==> src/rtl/drvpwm_pkg.sv <==
package drvpwm_pkg;
  typedef enum logic [1:0] {
    SEL_NONE,
    SEL_ENA,
    SEL_DUTY
  } reg_sel_e;
endpackage

==> src/rtl/drvpwm_regs.sv <==
module drvpwm_regs
  import drvpwm_pkg::*;
#(
  parameter int NDRV     = 8,
  parameter int DUTY_W   = 8,
  parameter int BUS_W    = 8,
  parameter int ADDR_W   = 8,
  parameter logic [ADDR_W-1:0] ENA_ADDR  = 8'h1B,
  parameter logic [ADDR_W-1:0] DUTY_ADDR = 8'h1A
) (
  input  logic              clk,
  input  logic              rst,
  input  logic              lp_req,
  input  logic              wr_en,
  input  logic [ADDR_W-1:0] addr,
  input  logic [BUS_W-1:0]  wdata,
  input  logic              locked,
  output logic [NDRV-1:0]   ena_q,
  output logic [DUTY_W-1:0] duty_q,
  output logic [BUS_W-1:0]  rdata,
  output logic              wr_reject
);
  reg_sel_e sel;

  always_comb begin
    if (addr == ENA_ADDR)       sel = SEL_ENA;
    else if (addr == DUTY_ADDR) sel = SEL_DUTY;
    else                        sel = SEL_NONE;
  end

  always_ff @(posedge clk) begin
    if (rst) begin
      ena_q     <= '0;
      duty_q    <= '0;
      wr_reject <= 1'b0;
    end else if (lp_req) begin
      ena_q     <= '0;
      duty_q    <= '0;
      wr_reject <= 1'b0;
    end else begin
      wr_reject <= 1'b0;
      if (wr_en) begin
        case (sel)
          SEL_ENA: begin
            if (locked) wr_reject <= 1'b1;
            else        ena_q     <= wdata[NDRV-1:0];
          end
          SEL_DUTY: duty_q <= wdata[DUTY_W-1:0];
          default: ;
        endcase
      end
    end
  end

  always_ff @(posedge clk) begin
    if (rst) begin
      rdata <= '0;
    end else begin
      case (sel)
        SEL_ENA:  rdata <= BUS_W'(ena_q);
        SEL_DUTY: rdata <= BUS_W'(duty_q);
        default:  rdata <= '0;
      endcase
    end
  end

  assert_lock_hold_R7: assert property (@(posedge clk) disable iff (rst)
    (wr_en && sel == SEL_ENA && locked && !lp_req) |=> ($stable(ena_q) && wr_reject));

  assert_accept_R7: assert property (@(posedge clk) disable iff (rst)
    (wr_en && sel == SEL_ENA && !locked && !lp_req) |=>
      (ena_q == $past(wdata[NDRV-1:0]) && !wr_reject));

  assert_lp_clear_R9: assert property (@(posedge clk) disable iff (rst)
    lp_req |=> (ena_q == '0 && duty_q == '0 && !wr_reject));
endmodule

==> src/rtl/drvpwm_timebase.sv <==
module drvpwm_timebase #(
  parameter int CNT_W = 8
) (
  input  logic             clk,
  input  logic             rst,
  input  logic             lp_req,
  input  logic [CNT_W-1:0] duty_q,
  output logic [CNT_W-1:0] duty_app,
  output logic             wave
);
  localparam logic [CNT_W-1:0] CNT_LAST = '1;

  logic [CNT_W-1:0] cnt;
  logic             period_end;

  assign period_end = (cnt == CNT_LAST);
  assign wave       = (cnt < duty_app);

  always_ff @(posedge clk) begin
    if (rst) begin
      cnt      <= '0;
      duty_app <= '0;
    end else begin
      cnt <= cnt + 1'b1;
      if (lp_req)          duty_app <= '0;
      else if (period_end) duty_app <= duty_q;
    end
  end

  assert_cnt_step_R6: assert property (@(posedge clk) disable iff (rst)
    1'b1 |=> cnt == CNT_W'($past(cnt) + 1'b1));

  assert_app_hold_R6: assert property (@(posedge clk) disable iff (rst)
    (!period_end && !lp_req) |=> $stable(duty_app));

  assert_lp_app_R9: assert property (@(posedge clk) disable iff (rst)
    lp_req |=> duty_app == '0);
endmodule

==> src/rtl/drvpwm_gate.sv <==
module drvpwm_gate #(
  parameter int NDRV = 8
) (
  input  logic            clk,
  input  logic            rst,
  input  logic            wave,
  input  logic [NDRV-1:0] drv_en,
  input  logic [NDRV-1:0] drv_ctl,
  output logic [NDRV-1:0] drv_out
);
  for (genvar i = 0; i < NDRV; i++) begin : g_drv
    always_ff @(posedge clk) begin
      if (rst) drv_out[i] <= 1'b0;
      else     drv_out[i] <= drv_ctl[i] & (~drv_en[i] | wave);
    end
  end

  assert_pass_R4: assert property (@(posedge clk) disable iff (rst)
    1'b1 |=> ((drv_out ^ $past(drv_ctl)) & ~$past(drv_en)) == '0);

  assert_mod_R5: assert property (@(posedge clk) disable iff (rst)
    !wave |=> (drv_out & $past(drv_en)) == '0);
endmodule

==> src/rtl/drvpwm_top.sv <==
module drvpwm_top #(
  parameter int NUM_HB = 4,
  parameter int NUM_HS = 4,
  parameter int CNT_W  = 8,
  parameter int BUS_W  = 8,
  parameter int ADDR_W = 8,
  parameter logic [ADDR_W-1:0] ENA_ADDR  = 8'h1B,
  parameter logic [ADDR_W-1:0] DUTY_ADDR = 8'h1A
) (
  input  logic                     clk,
  input  logic                     rst,
  input  logic                     lp_req,
  input  logic                     wr_en,
  input  logic [ADDR_W-1:0]        addr,
  input  logic [BUS_W-1:0]         wdata,
  output logic [BUS_W-1:0]         rdata,
  output logic                     wr_reject,
  input  logic [NUM_HB+NUM_HS-1:0] drv_ctl,
  output logic [NUM_HB+NUM_HS-1:0] drv_out,
  output logic [CNT_W-1:0]         cfg_applied
);
  localparam int NDRV = NUM_HB + NUM_HS;

  logic [NDRV-1:0]  ena_q;
  logic [CNT_W-1:0] duty_q;
  logic [CNT_W-1:0] duty_app;
  logic             wave;
  logic             locked;

  assign locked      = |duty_app;
  assign cfg_applied = duty_app;

  drvpwm_regs #(
    .NDRV(NDRV), .DUTY_W(CNT_W), .BUS_W(BUS_W), .ADDR_W(ADDR_W),
    .ENA_ADDR(ENA_ADDR), .DUTY_ADDR(DUTY_ADDR)
  ) u_regs (
    .clk(clk), .rst(rst), .lp_req(lp_req), .wr_en(wr_en), .addr(addr),
    .wdata(wdata), .locked(locked), .ena_q(ena_q), .duty_q(duty_q),
    .rdata(rdata), .wr_reject(wr_reject)
  );

  drvpwm_timebase #(.CNT_W(CNT_W)) u_tb (
    .clk(clk), .rst(rst), .lp_req(lp_req), .duty_q(duty_q),
    .duty_app(duty_app), .wave(wave)
  );

  drvpwm_gate #(.NDRV(NDRV)) u_gate (
    .clk(clk), .rst(rst), .wave(wave), .drv_en(ena_q),
    .drv_ctl(drv_ctl), .drv_out(drv_out)
  );

  assert_reject_lock_R8: assert property (@(posedge clk) disable iff (rst)
    wr_reject |-> $past(duty_app) != '0);
endmodule

==> config.mk <==
export PLATFORM = sky130hd
export DESIGN_NAME = drvpwm_top
export DESIGN_NICKNAME = d
export VERILOG_FILES = /design/src/rtl/drvpwm_pkg.sv /design/src/rtl/drvpwm_regs.sv /design/src/rtl/drvpwm_timebase.sv /design/src/rtl/drvpwm_gate.sv /design/src/rtl/drvpwm_top.sv
export SDC_FILE = /design/constraint.sdc
export NUM_CORES = 1
export LEC_CHECK = 0
export BUFFER_PORTS_ARGS = -buffer_cell sky130_fd_sc_hd__clkbuf_2
export CAP_MARGIN = 5
export CORE_UTILIZATION = 50
export CTS_CLUSTER_DIAMETER = 100
export DETAILED_ROUTE_END_ITERATION = 7
export GPL_TIMING_DRIVEN = 1
export PLACE_DENSITY = 0.76
export SKIP_LAST_GASP = 1
export SYNTH_ARGS = -nofsm -noshare
export SYNTH_HDL_FRONTEND = slang
export SYNTH_SLANG_ARGS = --single-unit
==> constraint.sdc <==
create_clock -name clk -period 3.3 [get_ports clk]
set_clock_uncertainty 0.2 [all_clocks]
set_input_delay 0.165 -clock clk [delete_from_list [all_inputs] [get_ports clk]]
set_output_delay 0.165 -clock clk [all_outputs]
set_load 0.02 [all_outputs]
==> impl_metrics.env <==
export IMPL_avgSynthCellArea_um2=9.16
export IMPL_hold_path_class="in2reg"
export IMPL_area_delta_synth_final_pct=28.6
export IMPL_hold_path_depth=3
export IMPL_synthMuxAreaShare=0.0806
export IMPL_tns_ns=0
export IMPL_clkTransAtPathRegs_ns=0.08
export IMPL_fin_nets=320
export IMPL_cts_root_buffer="clkbuf_8"
export IMPL_synth_seq_area_share=0.493
export IMPL_grt_max_degree=27
export IMPL_post_route_period_util=0.629
export IMPL_reg2reg_from="u_tb.duty_app[1]"
export IMPL_antenna_found_initial=0
export IMPL_core_area_um2=3740
export IMPL_worst_slew_pin_transition_ns=0.989
export IMPL_finalSetupViolCount=0
export IMPL_rsz0062_at_grt="false"
export IMPL_crit_family="compound AO/OA/AOI/OAI gates"
export IMPL_dr_pass1_iters=5
export IMPL_fp_row_count=22
export IMPL_path_buf_inv=1
export IMPL_ios=53
export IMPL_slew_viol_final=0
export IMPL_n_antenna_cell=0
export IMPL_r2r_cells=5
export IMPL_worstHoldEndpoint="u_regs.wr_reject"
export IMPL_wl_um=4470
export IMPL_seqPwrFrac=0.535
export IMPL_grt_pass1_vias=1547
export IMPL_maxCapViolCount=0
export IMPL_crit_slowest_cell="o221ai_1"
export IMPL_start_util=0.531
export IMPL_fin_util=0.683
export IMPL_drive_gt1_frac=0.221
export IMPL_clockBufferDepth=2
export IMPL_r2r_setup_slack_ns=1.22
export IMPL_synth_cell_types=32
export IMPL_worst_path_max_fanout=8
export IMPL_insertion_delay_ns=0.30
export IMPL_stdcell_count=333
export IMPL_drt_iter0_drc=108
export IMPL_critical_path_class="reg2reg"
export IMPL_vdd_drop_max_v=0.000463
export IMPL_cts_tree="yes"
export IMPL_arrival_ns=2.10
export IMPL_leakage_nw=1.03
export IMPL_yosysWarnings=0
export IMPL_ctsResizeCount=0
export IMPL_port_buffers=52
export IMPL_ys_seq_elements=49
export IMPL_required_ns=3.33
export IMPL_grt_use_total=0.225
export IMPL_synth_top_family_by_area="simple AND/OR/NAND/NOR gates"
export IMPL_htreeDepth=2
export IMPL_status="finished clean"
export IMPL_max_slew_margin_rel=0.338
export IMPL_synth_compound_area_frac=0.122
export IMPL_syn_inst=217
export IMPL_wl_per_cell_um=13.4
export IMPL_hpwl_um=3260
export IMPL_postCtsSetupRepairBufs=0
export IMPL_ant_nets=0
export IMPL_fmax_ghz=0.482
export IMPL_clkPwrFrac=0.390
export IMPL_hold_viol_final=0
export IMPL_die_area_um2=4230
export IMPL_power_internal_mw=0.885
export IMPL_switching_share=0.216
export IMPL_route_detailed_drc=0
export IMPL_grt_overflow=0
export IMPL_synth_xor_area_frac=0.0176
export IMPL_grt_pass1_wl_um=7140
export IMPL_num_vias=1716
export IMPL_timing_rr_end="u_gate.drv_out[6]"
export IMPL_drt_vias_per_instance=5.15
export IMPL_comb_power_share=0.074
export IMPL_die_x_um=65.1
export IMPL_p_per_area_nw_per_um2=442
export IMPL_period_minus_slack_ns=2.08
export IMPL_place_area_um2=2280
export IMPL_crit_chain="inv_1 > ha_1 > a2111oi_0 > o221ai_1 > a21oi_1"
export IMPL_syn_area_um2=1990
export IMPL_die_height_um=65.1
export IMPL_cts_hold_buf=16
export IMPL_syn_nets=253
export IMPL_worstHoldStart="wr_en"
export IMPL_gp_congestion=0.882
export IMPL_worst_setup_path_start_kind="flip-flop"
export IMPL_synthSimpleGateAreaFrac=0.199
export IMPL_fin_area_um2=2560
export IMPL_cp_end_kind="flip-flop"
export IMPL_synthAdderAreaFrac=0.0503
export IMPL_cts_inserted_buffers=5
export IMPL_numPlacedInstances=309
export IMPL_power_switching_mw=0.243
export IMPL_cts_sinks=49
export IMPL_max_stage_delay_ns=0.44
==> state kept, by name, indices dropped and copies added (netlist names) <==
register          cells
u_tb.duty_app         8
u_regs.wr_reject      1
u_regs.ena_q          8
u_regs.rdata          8
u_gate.drv_out        8
u_regs.duty_q         8
u_tb.cnt              8
==> kinds of logic after synthesis <==
kind of cell | Yosys count
simple gates | 79
flops | 49
compound gates | 42
buf+inv | 19
mux | 16
fa+ha+maj | 8
xor+xnor | 4
==> cells in the final DEF, fill, tap and decap left out, types with 8 or more instances in the layout <==
| cell type | Yosys | layout |
|---|---|---|
| nand2b_1 | 9 | 9 |
| a22oi_1 | 8 | 8 |
| dfxtp_1 | 49 | 49 |
| o21ai_0 | 11 | 11 |
| dlygate4sd3_1 | 0 | 16 |
| ha_1 | 8 | 8 |
| a21oi_1 | 19 | 19 |
| clkbuf_2 | 0 | 52 |
| mux2i_1 | 16 | 16 |
| nor2_1 | 24 | 24 |
| nand2_1 | 25 | 25 |
| inv_1 | 11 | 11 |
==> tightest hold or removal path: cells and delay by family <==
family / cells / cell delay [ns]
buf+inv: 2 / 0.22
simple gates: 1 / 0.09
==> cell type report <==
class / count / area [um2]
multi-input combinational: 149 / 933
clock inverter: 2 / 37.5
timing repair buffer: 68 / 420
sequential: 49 / 981
tap: 48 / 60.1
fill: 319 / 1190
inverter: 11 / 41.3
clock buffer: 6 / 82.6
==> layer usage <==
layer / vias up / track usage / routed length [um]
met2: 53 / 0.352 / 1970
li1: 878 / - / -
met4: 0 / 0.0543 / 33
met1: 781 / 0.308 / 2240
met5: - / 0 / 0
met3: 4 / 0.0616 / 233
==> power by group through the flow <==
stage / sequential, mW / combinational (mW) / clock [mW]
floorplan: 0.624 / 0.0317 / 0
global placement: 0.618 / 0.0678 / 0
detailed placement: 0.618 / 0.0693 / 0
CTS: 0.604 / 0.0840 / 0.446
global route: 0.606 / 0.0933 / 0.474
finish: 0.605 / 0.0839 / 0.440
==> stage by stage <==
step | setup WS (ns) | hold slack, ns | power [mW]
floorplan | 1.36 | 0.0942 | 0.655
global placement | 1.15 | 0.184 | 0.686
detailed placement | 1.09 | 0.190 | 0.688
CTS | 1.20 | 0.0159 | 1.13
global route | 0.997 | 0.0252 | 1.17
finish | 1.22 | 0.0243 | 1.13
==> synthesized netlist by cell type <==
| master | instances | area [um2] |
|---|---|---|
| dfxtp_1 | 49 | 981 |
| nand2_1 | 25 | 93.8 |
| nor2_1 | 24 | 90.1 |
| a21oi_1 | 19 | 95.1 |
| mux2i_1 | 16 | 160 |
| inv_1 | 11 | 41.3 |
| o21ai_0 | 11 | 55.1 |
| nand2b_1 | 9 | 56.3 |
| a22oi_1 | 8 | 60.1 |
| ha_1 | 8 | 100 |
| clkbuf_1 | 6 | 22.5 |
| nand3_1 | 4 | 20.0 |
| xor2_1 | 3 | 26.3 |
| and3_1 | 2 | 12.5 |
| buf_2 | 2 | 10.0 |
| nor3_1 | 2 | 10.0 |
| or3_1 | 2 | 12.5 |
| or4_1 | 2 | 15.0 |
| a2111oi_0 | 1 | 8.76 |
| a21o_1 | 1 | 7.51 |
| and4_1 | 1 | 8.76 |
| nand3b_1 | 1 | 7.51 |
| nand4_1 | 1 | 6.26 |
| nor2b_1 | 1 | 6.26 |
| nor3_2 | 1 | 10.0 |
| nor4_4 | 1 | 21.3 |
| nor4b_1 | 1 | 8.76 |
| o21a_1 | 1 | 7.51 |
| o221ai_1 | 1 | 8.76 |
| or2_2 | 1 | 6.26 |
| or4b_1 | 1 | 10.0 |
| xnor2_1 | 1 | 8.76 |
==> worst max path at each step <==
stage	slack (ns)	to	cells past startpoint	from
2_1_floorplan	1.36	u_regs.duty_q[0]	5	addr[5]
3_3_place_gp	1.15	u_regs.duty_q[6]	5	addr[5]
3_5_place_dp	1.09	u_regs.duty_q[2]	5	addr[5]
4_1_cts	1.20	u_gate.drv_out[6]	6	u_tb.duty_app[5]
5_1_grt	1.0	u_gate.drv_out[5]	6	u_tb.duty_app[5]
6_report	1.22	u_gate.drv_out[6]	5	u_tb.duty_app[1]
Note: power is estimated with default switching activity, not from simulation.
